[src/rtl/xcvr_mode_pkg.sv]
package xcvr_mode_pkg;

    localparam logic CTL1_ADDR = 1'b0;
    localparam logic CTL2_ADDR = 1'b1;

    localparam logic [1:0] CODE_STBY = 2'd0;
    localparam logic [1:0] CODE_TUNE = 2'd1;
    localparam logic [1:0] CODE_RX   = 2'd2;
    localparam logic [1:0] CODE_TX   = 2'd3;

    typedef enum logic [2:0] {
        M_STBY,
        M_TUNE,
        M_SETTLE,
        M_RX,
        M_TX
    } mode_e;

    typedef struct packed {
        logic tx_en;
        logic rx_en;
        logic pll_on;
    } ctl1_t;

    typedef struct packed {
        logic multi_pkt;
        logic direct;
    } ctl2_t;

    function automatic mode_e target_of(ctl1_t c);
        if (c.tx_en)       return M_TX;
        else if (c.rx_en)  return M_RX;
        else if (c.pll_on) return M_TUNE;
        else               return M_STBY;
    endfunction

    function automatic logic is_active(mode_e m);
        return (m == M_TX) || (m == M_RX);
    endfunction

    function automatic logic [1:0] code_of(mode_e m);
        case (m)
            M_TX:             return CODE_TX;
            M_RX:             return CODE_RX;
            M_TUNE, M_SETTLE: return CODE_TUNE;
            default:          return CODE_STBY;
        endcase
    endfunction

endpackage

[src/rtl/xcvr_ctl_regs.sv]
module xcvr_ctl_regs
    import xcvr_mode_pkg::*;
(
    input  logic       clk,
    input  logic       rst,
    input  logic       wr_en,
    input  logic       wr_addr,
    input  logic [7:0] wr_data,
    input  logic       exit_tx,
    input  logic       exit_rx,
    output ctl1_t      c1_q,
    output ctl1_t      c1_d,
    output ctl2_t      c2_q
);

    ctl2_t c2_d;
    logic  wr1, wr2;
    logic  unused_data_bits;

    assign wr1 = wr_en && (wr_addr == CTL1_ADDR);
    assign wr2 = wr_en && (wr_addr == CTL2_ADDR);
    assign unused_data_bits = ^{wr_data[7:5], wr_data[3]};

    always_comb begin
        c1_d = c1_q;
        if (wr1) begin
            c1_d.tx_en  = wr_data[2];
            c1_d.rx_en  = wr_data[1];
            c1_d.pll_on = wr_data[0];
        end else begin
            if (exit_tx) c1_d.tx_en = 1'b0;
            if (exit_rx) c1_d.rx_en = 1'b0;
        end
    end

    always_comb begin
        c2_d = c2_q;
        if (wr2) begin
            c2_d.multi_pkt = wr_data[4];
            c2_d.direct    = wr_data[0];
        end
    end

    always_ff @(posedge clk) begin
        if (rst) begin
            c1_q <= '0;
            c2_q <= '0;
        end else begin
            c1_q <= c1_d;
            c2_q <= c2_d;
        end
    end

    // a TX exit clears the transmit-enable unless the host overwrites it
    assert_txen_cleared_R6: assert property (@(posedge clk) disable iff (rst)
        exit_tx && !wr1 |=> !c1_q.tx_en);

    // an RX exit clears the receive-enable unless the host overwrites it
    assert_rxen_cleared_R7: assert property (@(posedge clk) disable iff (rst)
        exit_rx && !wr1 |=> !c1_q.rx_en);

endmodule

[src/rtl/xcvr_settle_timer.sv]
module xcvr_settle_timer #(
    parameter int W = 8
) (
    input  logic         clk,
    input  logic         rst,
    input  logic         load,
    input  logic [W-1:0] load_val,
    input  logic         dec,
    output logic         done
);

    logic [W-1:0] cnt;

    always_ff @(posedge clk) begin
        if (rst)       cnt <= '0;
        else if (load) cnt <= load_val;
        else if (dec)  cnt <= cnt - 1'b1;
    end

    assign done = (cnt <= W'(1));

    // the sequencer never counts down past the last settle cycle
    assert_no_underrun_R4: assert property (@(posedge clk) disable iff (rst)
        dec |-> (cnt > W'(1)));

endmodule

[src/rtl/xcvr_mode_fsm.sv]
module xcvr_mode_fsm
    import xcvr_mode_pkg::*;
(
    input  logic  clk,
    input  logic  rst,
    input  ctl1_t c1_d,
    input  ctl2_t c2_q,
    input  logic  pkt_sent,
    input  logic  pkt_valid,
    input  logic  done,
    output logic  load,
    output logic  dec,
    output logic  exit_tx,
    output logic  exit_rx,
    output mode_e mode_q
);

    mode_e want, nxt;

    assign want    = target_of(c1_d);
    assign exit_tx = (mode_q == M_TX) && pkt_sent && !c2_q.direct;
    assign exit_rx = (mode_q == M_RX) && pkt_valid && !c2_q.direct && !c2_q.multi_pkt;

    always_comb begin
        nxt  = mode_q;
        load = 1'b0;
        dec  = 1'b0;
        if (!is_active(want)) begin
            nxt = want;
        end else if (mode_q == want) begin
            nxt = mode_q;
        end else if (mode_q == M_SETTLE) begin
            if (done) nxt = want;
            else      dec = 1'b1;
        end else begin
            nxt  = M_SETTLE;
            load = 1'b1;
        end
    end

    always_ff @(posedge clk) begin
        if (rst) mode_q <= M_STBY;
        else     mode_q <= nxt;
    end

    // RX persists while only the receive-enable stays set
    assert_rx_holds_R8: assert property (@(posedge clk) disable iff (rst)
        (mode_q == M_RX) && c1_d.rx_en && !c1_d.tx_en |=> (mode_q == M_RX));

endmodule

[src/rtl/xcvr_mode_seq.sv]
module xcvr_mode_seq
    import xcvr_mode_pkg::*;
#(
    parameter int SETTLE_W = 8
) (
    input  logic                clk,
    input  logic                rst,
    input  logic                wr_en,
    input  logic                wr_addr,
    input  logic [7:0]          wr_data,
    input  logic [SETTLE_W-1:0] settle_cycles,
    input  logic                pkt_sent,
    input  logic                pkt_valid,
    output logic [1:0]          state_o,
    output logic [7:0]          ctl1_o
);

    ctl1_t c1_q, c1_d;
    ctl2_t c2_q;
    mode_e mode_q;
    logic  load, dec, done, exit_tx, exit_rx;

    xcvr_ctl_regs u_regs (
        .clk     (clk),
        .rst     (rst),
        .wr_en   (wr_en),
        .wr_addr (wr_addr),
        .wr_data (wr_data),
        .exit_tx (exit_tx),
        .exit_rx (exit_rx),
        .c1_q    (c1_q),
        .c1_d    (c1_d),
        .c2_q    (c2_q)
    );

    xcvr_settle_timer #(.W(SETTLE_W)) u_timer (
        .clk      (clk),
        .rst      (rst),
        .load     (load),
        .load_val (settle_cycles),
        .dec      (dec),
        .done     (done)
    );

    xcvr_mode_fsm u_fsm (
        .clk       (clk),
        .rst       (rst),
        .c1_d      (c1_d),
        .c2_q      (c2_q),
        .pkt_sent  (pkt_sent),
        .pkt_valid (pkt_valid),
        .done      (done),
        .load      (load),
        .dec       (dec),
        .exit_tx   (exit_tx),
        .exit_rx   (exit_rx),
        .mode_q    (mode_q)
    );

    assign state_o = code_of(mode_q);
    assign ctl1_o  = {5'b0, c1_q.tx_en, c1_q.rx_en, c1_q.pll_on};

    // RX is never shown while transmit-enable is stored
    assert_tx_wins_R5: assert property (@(posedge clk) disable iff (rst)
        (state_o == CODE_RX) |-> !ctl1_o[2]);

    // a packet-sent pulse in TX leaves TX in packet-buffer mode
    assert_tx_exit_R6: assert property (@(posedge clk) disable iff (rst)
        (state_o == CODE_TX) && pkt_sent && !wr_en && !c2_q.direct
        |=> (state_o != CODE_TX) && !ctl1_o[2]);

    // clearing both enables lands in an idle state at once
    assert_abort_idle_R11: assert property (@(posedge clk) disable iff (rst)
        wr_en && (wr_addr == CTL1_ADDR) && (wr_data[2:1] == 2'b00)
        |=> (state_o == CODE_STBY) || (state_o == CODE_TUNE));

endmodule

[config.mk]
export PLATFORM = sky130hd
export DESIGN_NAME = xcvr_mode_seq
export DESIGN_NICKNAME = d
export VERILOG_FILES = /design/src/rtl/xcvr_mode_pkg.sv /design/src/rtl/xcvr_ctl_regs.sv /design/src/rtl/xcvr_settle_timer.sv /design/src/rtl/xcvr_mode_fsm.sv /design/src/rtl/xcvr_mode_seq.sv
export SDC_FILE = /design/constraint.sdc
export NUM_CORES = 1
export LEC_CHECK = 0
export CAP_MARGIN = 5
export CELL_PAD_IN_SITES_DETAIL_PLACEMENT = 2
export CELL_PAD_IN_SITES_GLOBAL_PLACEMENT = 2
export CORE_ASPECT_RATIO = 1.2
export CORE_MARGIN = 1
export CORE_UTILIZATION = 37
export DETAILED_ROUTE_END_ITERATION = 8
export DONT_BUFFER_PORTS = 1
export PLACE_DENSITY_LB_ADDON = 0.3
export SLEW_MARGIN = 20
export SYNTH_ARGS = -nofsm -noshare
export SYNTH_HDL_FRONTEND = slang
export SYNTH_HIERARCHICAL = 1
export SYNTH_SLANG_ARGS = --single-unit
[constraint.sdc]
create_clock -name clk -period 7.3 [get_ports clk]
set_clock_uncertainty 0.15 [all_clocks]
set_input_delay 0.73 -clock clk [delete_from_list [all_inputs] [get_ports clk]]
set_output_delay 0.73 -clock clk [all_outputs]
set_load 0.1 [all_outputs]
==> impl_metrics.json, run 1 <==
{
  "status": "finished clean",
  "fmax_mhz": 297,
  "syn_avg_cell_area_um2": 8.70,
  "drt-total-wl_um": 2450,
  "cts_root_buf": "clkbuf_4",
  "worstMarginPinSlew_ps": 1100,
  "crit_chain": "nor2b_1 > mux2_4 > nor2_1 > nor3_1 > nand2_1 > or4_1 > a311oi_1",
  "seq_area_um2": 320,
  "dieHeight_um": 59.2,
  "ir_drop_mv": 0.118,
  "yosys_register_bits": 16,
  "synth_seq_area_share": 0.317,
  "reg2reg_from": "u_regs/c1_q[2]",
  "clock_sinks": 16,
  "pin_count": 32,
  "first_pass_iters": 4,
  "ys_warn_count": 6,
  "drv_slew": 0,
  "first_global_vias": 914,
  "cts-resized-gates": 0,
  "yosysUniqueCellTypes": 47,
  "grt_max_degree": 20,
  "postSynthCellCount": 116,
  "clk_latency_ps": 280,
  "ys_top_cells_by_count": "dfxtp_1 (16), nand2_1 (11), nor2_1 (9)",
  "vias_per_cell": 5.69,
  "cp.arrival_ps": 3420,
  "cts_tree": "done",
  "num_rows": 20,
  "cp-start-kind": "register",
  "htreeDepth": 1,
  "synth.area.top_cells": "dfxtp_1 (32%), nand2_1 (4.1%), buf_4 (3.7%)",
  "synth.most_common_cell": "dfxtp_1",
  "antenna_left": 0,
  "core_area_um2": 2550,
  "fin_cells": 150,
  "worstHoldPathType": "register to register",
  "crit_type": "register to register",
  "nets": 142,
  "maxCapViolCount": 0,
  "place_inst": 146,
  "drt_iter0_drc": 14,
  "worst_hold_slack_ps": 330,
  "cpPeakStageDelay_ps": 960,
  "via_count": 854,
  "cts.clk_slew.worst_paths_ps": 100,
  "cts-buffers-inserted": 3,
  "worstPathRequired_ps": 7350,
  "multi_input_area_um2": 643,
  "slowest_stage": "dfxtp_1",
  "place_hpwl_um": 1880,
  "async_reset_ff_frac": 0,
  "drc": 0,
  "n_antenna_cell": 0,
  "gp_congestion": 0.732,
  "initial_core_util": 0.396,
  "crit_path_max_fanout": 9,
  "end_kind": "register",
  "yosys.area.top_type_share": 0.317,
  "min_period_over_period": 0.462,
  "synth-edff-count": 0,
  "post_cts_buffers": 0,
  "clk_path_buf_depth": 2,
  "grtUsageTotal": 0.193,
  "synth_ff_type": "dfxtp_1",
  "n_fill_cell": 312,
  "min_period_ps": 3370,
  "leakagePower_uw": 0.000404,
  "setup_violations": 0,
  "antenna_found_initial": 0,
  "die_w_um": 49.7,
  "min-delay-start": "u_regs/c2_q[1]",
  "wl_per_cell_um": 16.3,
  "setup_tns_ps": 0,
  "rsz0062_at_grt": "false",
  "synth_area_um2": 1010,
  "portBuffers": 0,
  "startpoint": "u_regs/c1_q[2]",
  "synth_area_leader_cell": "dfxtp_1",
  "maxSlewHeadroom": 0.267,
  "grt_first_pass_wirelength_um": 4200,
  "area_growth_pct": 5.70,
  "cellPowerDensity_nw_per_um2": 220,
  "die_area_um2": 2940,
  "hold_buffers": 0,
  "hold_viol_final": 0,
  "grt_overflow": 0,
  "drive_above_1_share": 0.145
}
worst max-delay path, delay by kind of cell, from the launching register on:
family          cells  cell delay (ps)
compound gates      1              270
flops               1              960
mux                 1              220
simple gates        5             1700
final cells by class:
type                            count  share of cell area
Clock buffer                        4              0.0340
Inverter                            5              0.0176
Multi-Input combinational cell     91               0.603
Sequential cell                    16               0.300
Tap cell                           33              0.0387
Timing Repair Buffer                1             0.00703
flip-flops by register name, summed over array words and instances (netlist names):
register	flops
u_timer/cnt	8
u_fsm/mode_q	3
u_regs/c1_q	3
u_regs/c2_q	2
where the power goes:
group	internal (µW)	leakage (µW)	switching, µW
Combinational	22.2	0.000251	42.0
Clock	30.3	0.0000210	29.3
Sequential	94.8	0.000131	15.9
through the flow:
step	instance area [µm²]	worst slack, ps	util	power, µW
global placement	1030	4090	0.404	173
floorplan	1020	4410	-	167
CTS	1070	3880	0.418	239
finish	1070	3930	0.418	234
global route	1070	3680	0.418	249
detailed placement	1030	3930	0.404	177
per-layer routing:
layer  global-route usage  vias up  share of wire
met4               0.0857        0         0.0069
met5                    0        -              0
met1                0.203      421           0.41
met3               0.0359        2          0.034
met2                0.369       15           0.55
li1                     -      416              -
cells by family after synthesis:
kind of cell,after synthesis,share of synthesized area
AND/OR/NAND/NOR,52,0.326
multiplexers,3,0.0409
XOR/XNOR,4,0.0347
buffers and inverters,13,0.0669
other,1,0.00371
adder cells (fa/ha/maj),2,0.0248
flip-flops,16,0.317
AO/OA/AOI/OAI,25,0.186
cell usage in the layout (no fill, tap or decap), drive strengths merged, types with 2 or more instances in the layout:
| cell | count |
|---|---|
| nand3 | 2 |
| conb | 5 |
| xor2 | 3 |
| nor2 | 9 |
| or4 | 2 |
| clkbuf | 4 |
| a211oi | 3 |
| o21ai | 2 |
| mux2 | 3 |
| nor2b | 6 |
| inv | 4 |
| a311oi | 3 |
| ha | 2 |
| dfxtp | 16 |
| nor3 | 3 |
| nor4b | 4 |
| a21oi | 7 |
| nand2b | 4 |
| nand2 | 11 |
| o31ai | 2 |
| or3 | 2 |
worst paths after layout:
path / end / slack, ps / cells after the start
setup / recovery: u_timer/cnt[4] / 3930 / 7
hold / removal: u_regs/c2_q[1] / 330 / 2
setup reg to reg: u_timer/cnt[4] / 3930 / 7
hold reg to reg: u_regs/c2_q[1] / 330 / 2
Power figures use the tool's default switching activity.
==> run 2: changes to the inputs <==
--- a/config.mk
+++ b/config.mk
@@ -10,7 +10,7 @@
 export CELL_PAD_IN_SITES_GLOBAL_PLACEMENT = 2
 export CORE_ASPECT_RATIO = 1.2
 export CORE_MARGIN = 1
-export CORE_UTILIZATION = 37
+export CORE_UTILIZATION = 35
 export DETAILED_ROUTE_END_ITERATION = 8
 export DONT_BUFFER_PORTS = 1
 export PLACE_DENSITY_LB_ADDON = 0.3
==> constraint.sdc (replaced) <==
create_clock -name clk -period 3.3 [get_ports clk]
set_clock_uncertainty 0.15 [all_clocks]
set_input_delay 0.33 -clock clk [delete_from_list [all_inputs] [get_ports clk]]
set_output_delay 0.33 -clock clk [all_outputs]
set_load 0.1 [all_outputs]
==> run 2 against run 1 <==
Via count up 2.9%. Worst hold slack worse by 310 ps. Cell area increased by 6.3%. Critical path depth up 3. Critical endpoint is now u_timer/cnt[6]. Sequential share of layout area down 1.8 points. Total power rose by 130%. Sequential cell count did not move. Fmax grew 19%. Sequential power grew 110%. Non-clock buffer count rose by 8.
==> impl_metrics.json, run 2 (synthesis gave the netlist of run 1 again) <==
{
  "cp-start-kind": "register",
  "place_area_um2": 1070,
  "drc": 0,
  "r2r_cells": 10,
  "pin_count": 32,
  "largestRegisters": "u_timer/cnt: 8 flops, u_fsm/mode_q: 3 flops, u_regs/c1_q: 3 flops",
  "portBuffers": 0,
  "via_count": 879,
  "die_area_um2": 3100,
  "power.total_uw": 533,
  "worst_hold_slack_ps": 21.0,
  "drive_above_1_share": 0.176,
  "htreeDepth": 1,
  "nets": 150,
  "place_hpwl_um": 1870,
  "crit_path_max_fanout": 10,
  "grt_max_degree": 14,
  "final_common_cell": "dfxtp_1",
  "grtUsageTotal": 0.174,
  "setup_tns_ps": 0,
  "final_cell_mix": "dfxtp_1 (16), nand2_1 (11), nor2_1 (9), a21oi_1 (7), buf_4 (6)",
  "dieHeight_um": 60.8,
  "grt_first_pass_wirelength_um": 3950,
  "rsz0062_at_grt": "false",
  "min_period_over_period": 0.862,
  "cts-resized-gates": 0,
  "drv_slew": 0,
  "largest_reg_flops": 8,
  "clock_sinks": 16,
  "final_cell_area_um2": 1130,
  "worstMarginPinSlew_ps": 936,
  "cts.clk_slew.worst_paths_ps": 110,
  "fmax_mhz": 352,
  "antenna_found_initial": 0,
  "core_area_um2": 2630,
  "clk_latency_ps": 300,
  "post_cts_buffers": 0,
  "crit_type": "register to register",
  "maxCapViolCount": 0,
  "first_global_vias": 870,
  "status": "finished clean",
  "worstPathRequired_ps": 3310,
  "cts_tree": "done",
  "end_kind": "register",
  "leakagePower_uw": 0.000443,
  "gp_congestion": 0.781,
  "clk_path_buf_depth": 2,
  "cellPowerDensity_nw_per_um2": 469,
  "cts_root_buf": "clkbuf_4",
  "hold_viol_final": 0,
  "hold_depth": 2,
  "num_rows": 20,
  "setup_violations": 0,
  "drt-total-wl_um": 2510,
  "hold_buffers": 3,
  "area_growth_pct": 12.4,
  "antenna_left": 0,
  "largest_register": "u_timer/cnt",
  "ir_drop_mv": 0.194,
  "drt_iter0_drc": 4,
  "n_antenna_cell": 0,
  "initial_core_util": 0.384,
  "cp.arrival_ps": 2850,
  "worstHoldPathType": "input port to register",
  "grt_overflow": 0,
  "min_period_ps": 2840,
  "vias_per_cell": 5.56,
  "n_fill_cell": 305,
  "maxSlewHeadroom": 0.381,
  "first_pass_iters": 4,
  "cts-buffers-inserted": 3,
  "die_w_um": 51.0,
  "wl_per_cell_um": 15.9
}
run 2: changes by cell type in the layout (fill, tap and decap cells not counted):
cell and change:
dlygate4sd3_1 +3, buf_4 +5
run 2: layer usage:
layer	GRT usage	vias to the layer above	wire, µm	part of all wire
met4	0.103	0	63	0.025
met5	0	-	0	0
li1	-	424	-	-
met2	0.310	20	1280	0.51
met3	0.0376	7	104	0.042
met1	0.191	428	1060	0.42
run 2: stage by stage:
stage / instances / util / worst slack [ps]
6_report: 158 / 0.432 / 457
3_3_place_gp: 151 / 0.407 / 576
2_1_floorplan: 120 / - / 415
3_5_place_dp: 151 / 0.407 / 432
4_1_cts: 158 / 0.432 / 411
5_1_grt: 158 / 0.432 / 162
run 2: power by group:
| group | internal [µW] | switching [µW] | leakage (µW) | total [µW] |
|---|---|---|---|---|
| logic | 54.4 | 109 | 0.000291 | 163 |
| registers | 210 | 22.6 | 0.000131 | 232 |
| clock network | 67.3 | 69.8 | 0.0000210 | 137 |
| total | 331 | 201 | 0.000443 | 533 |
run 2: area by class of cell:
type                            instances  area [µm²]  area share
Timing Repair Buffer                    9        75.1      0.0662
Tap cell                               33        41.3      0.0364
Inverter                                5        18.8      0.0165
Multi-Input combinational cell         91         643       0.567
Clock buffer                            4        36.3      0.0320
Sequential cell                        16         320       0.282
run 2: worst paths after layout:
path,start,to,slack (ps)
worst max-delay path,u_fsm/mode_q[2],u_timer/cnt[6],460
worst min-delay path,settle_cycles[5],u_timer/cnt[5],20
worst max register to register,u_fsm/mode_q[2],u_timer/cnt[6],460
worst min register to register,u_regs/c2_q[1],u_regs/c2_q[1],320
run 2: critical path, stage by stage, from the launching register on:
cell and delay, ps:
dfxtp_1 510, nand2b_1 160, nor4b_1 300, nor2b_1 80, mux2_4 310, and4bb_1 240, a211oi_1 230, buf_4 200
clkinv_1 250, nor2_1 210, a311oi_1 70
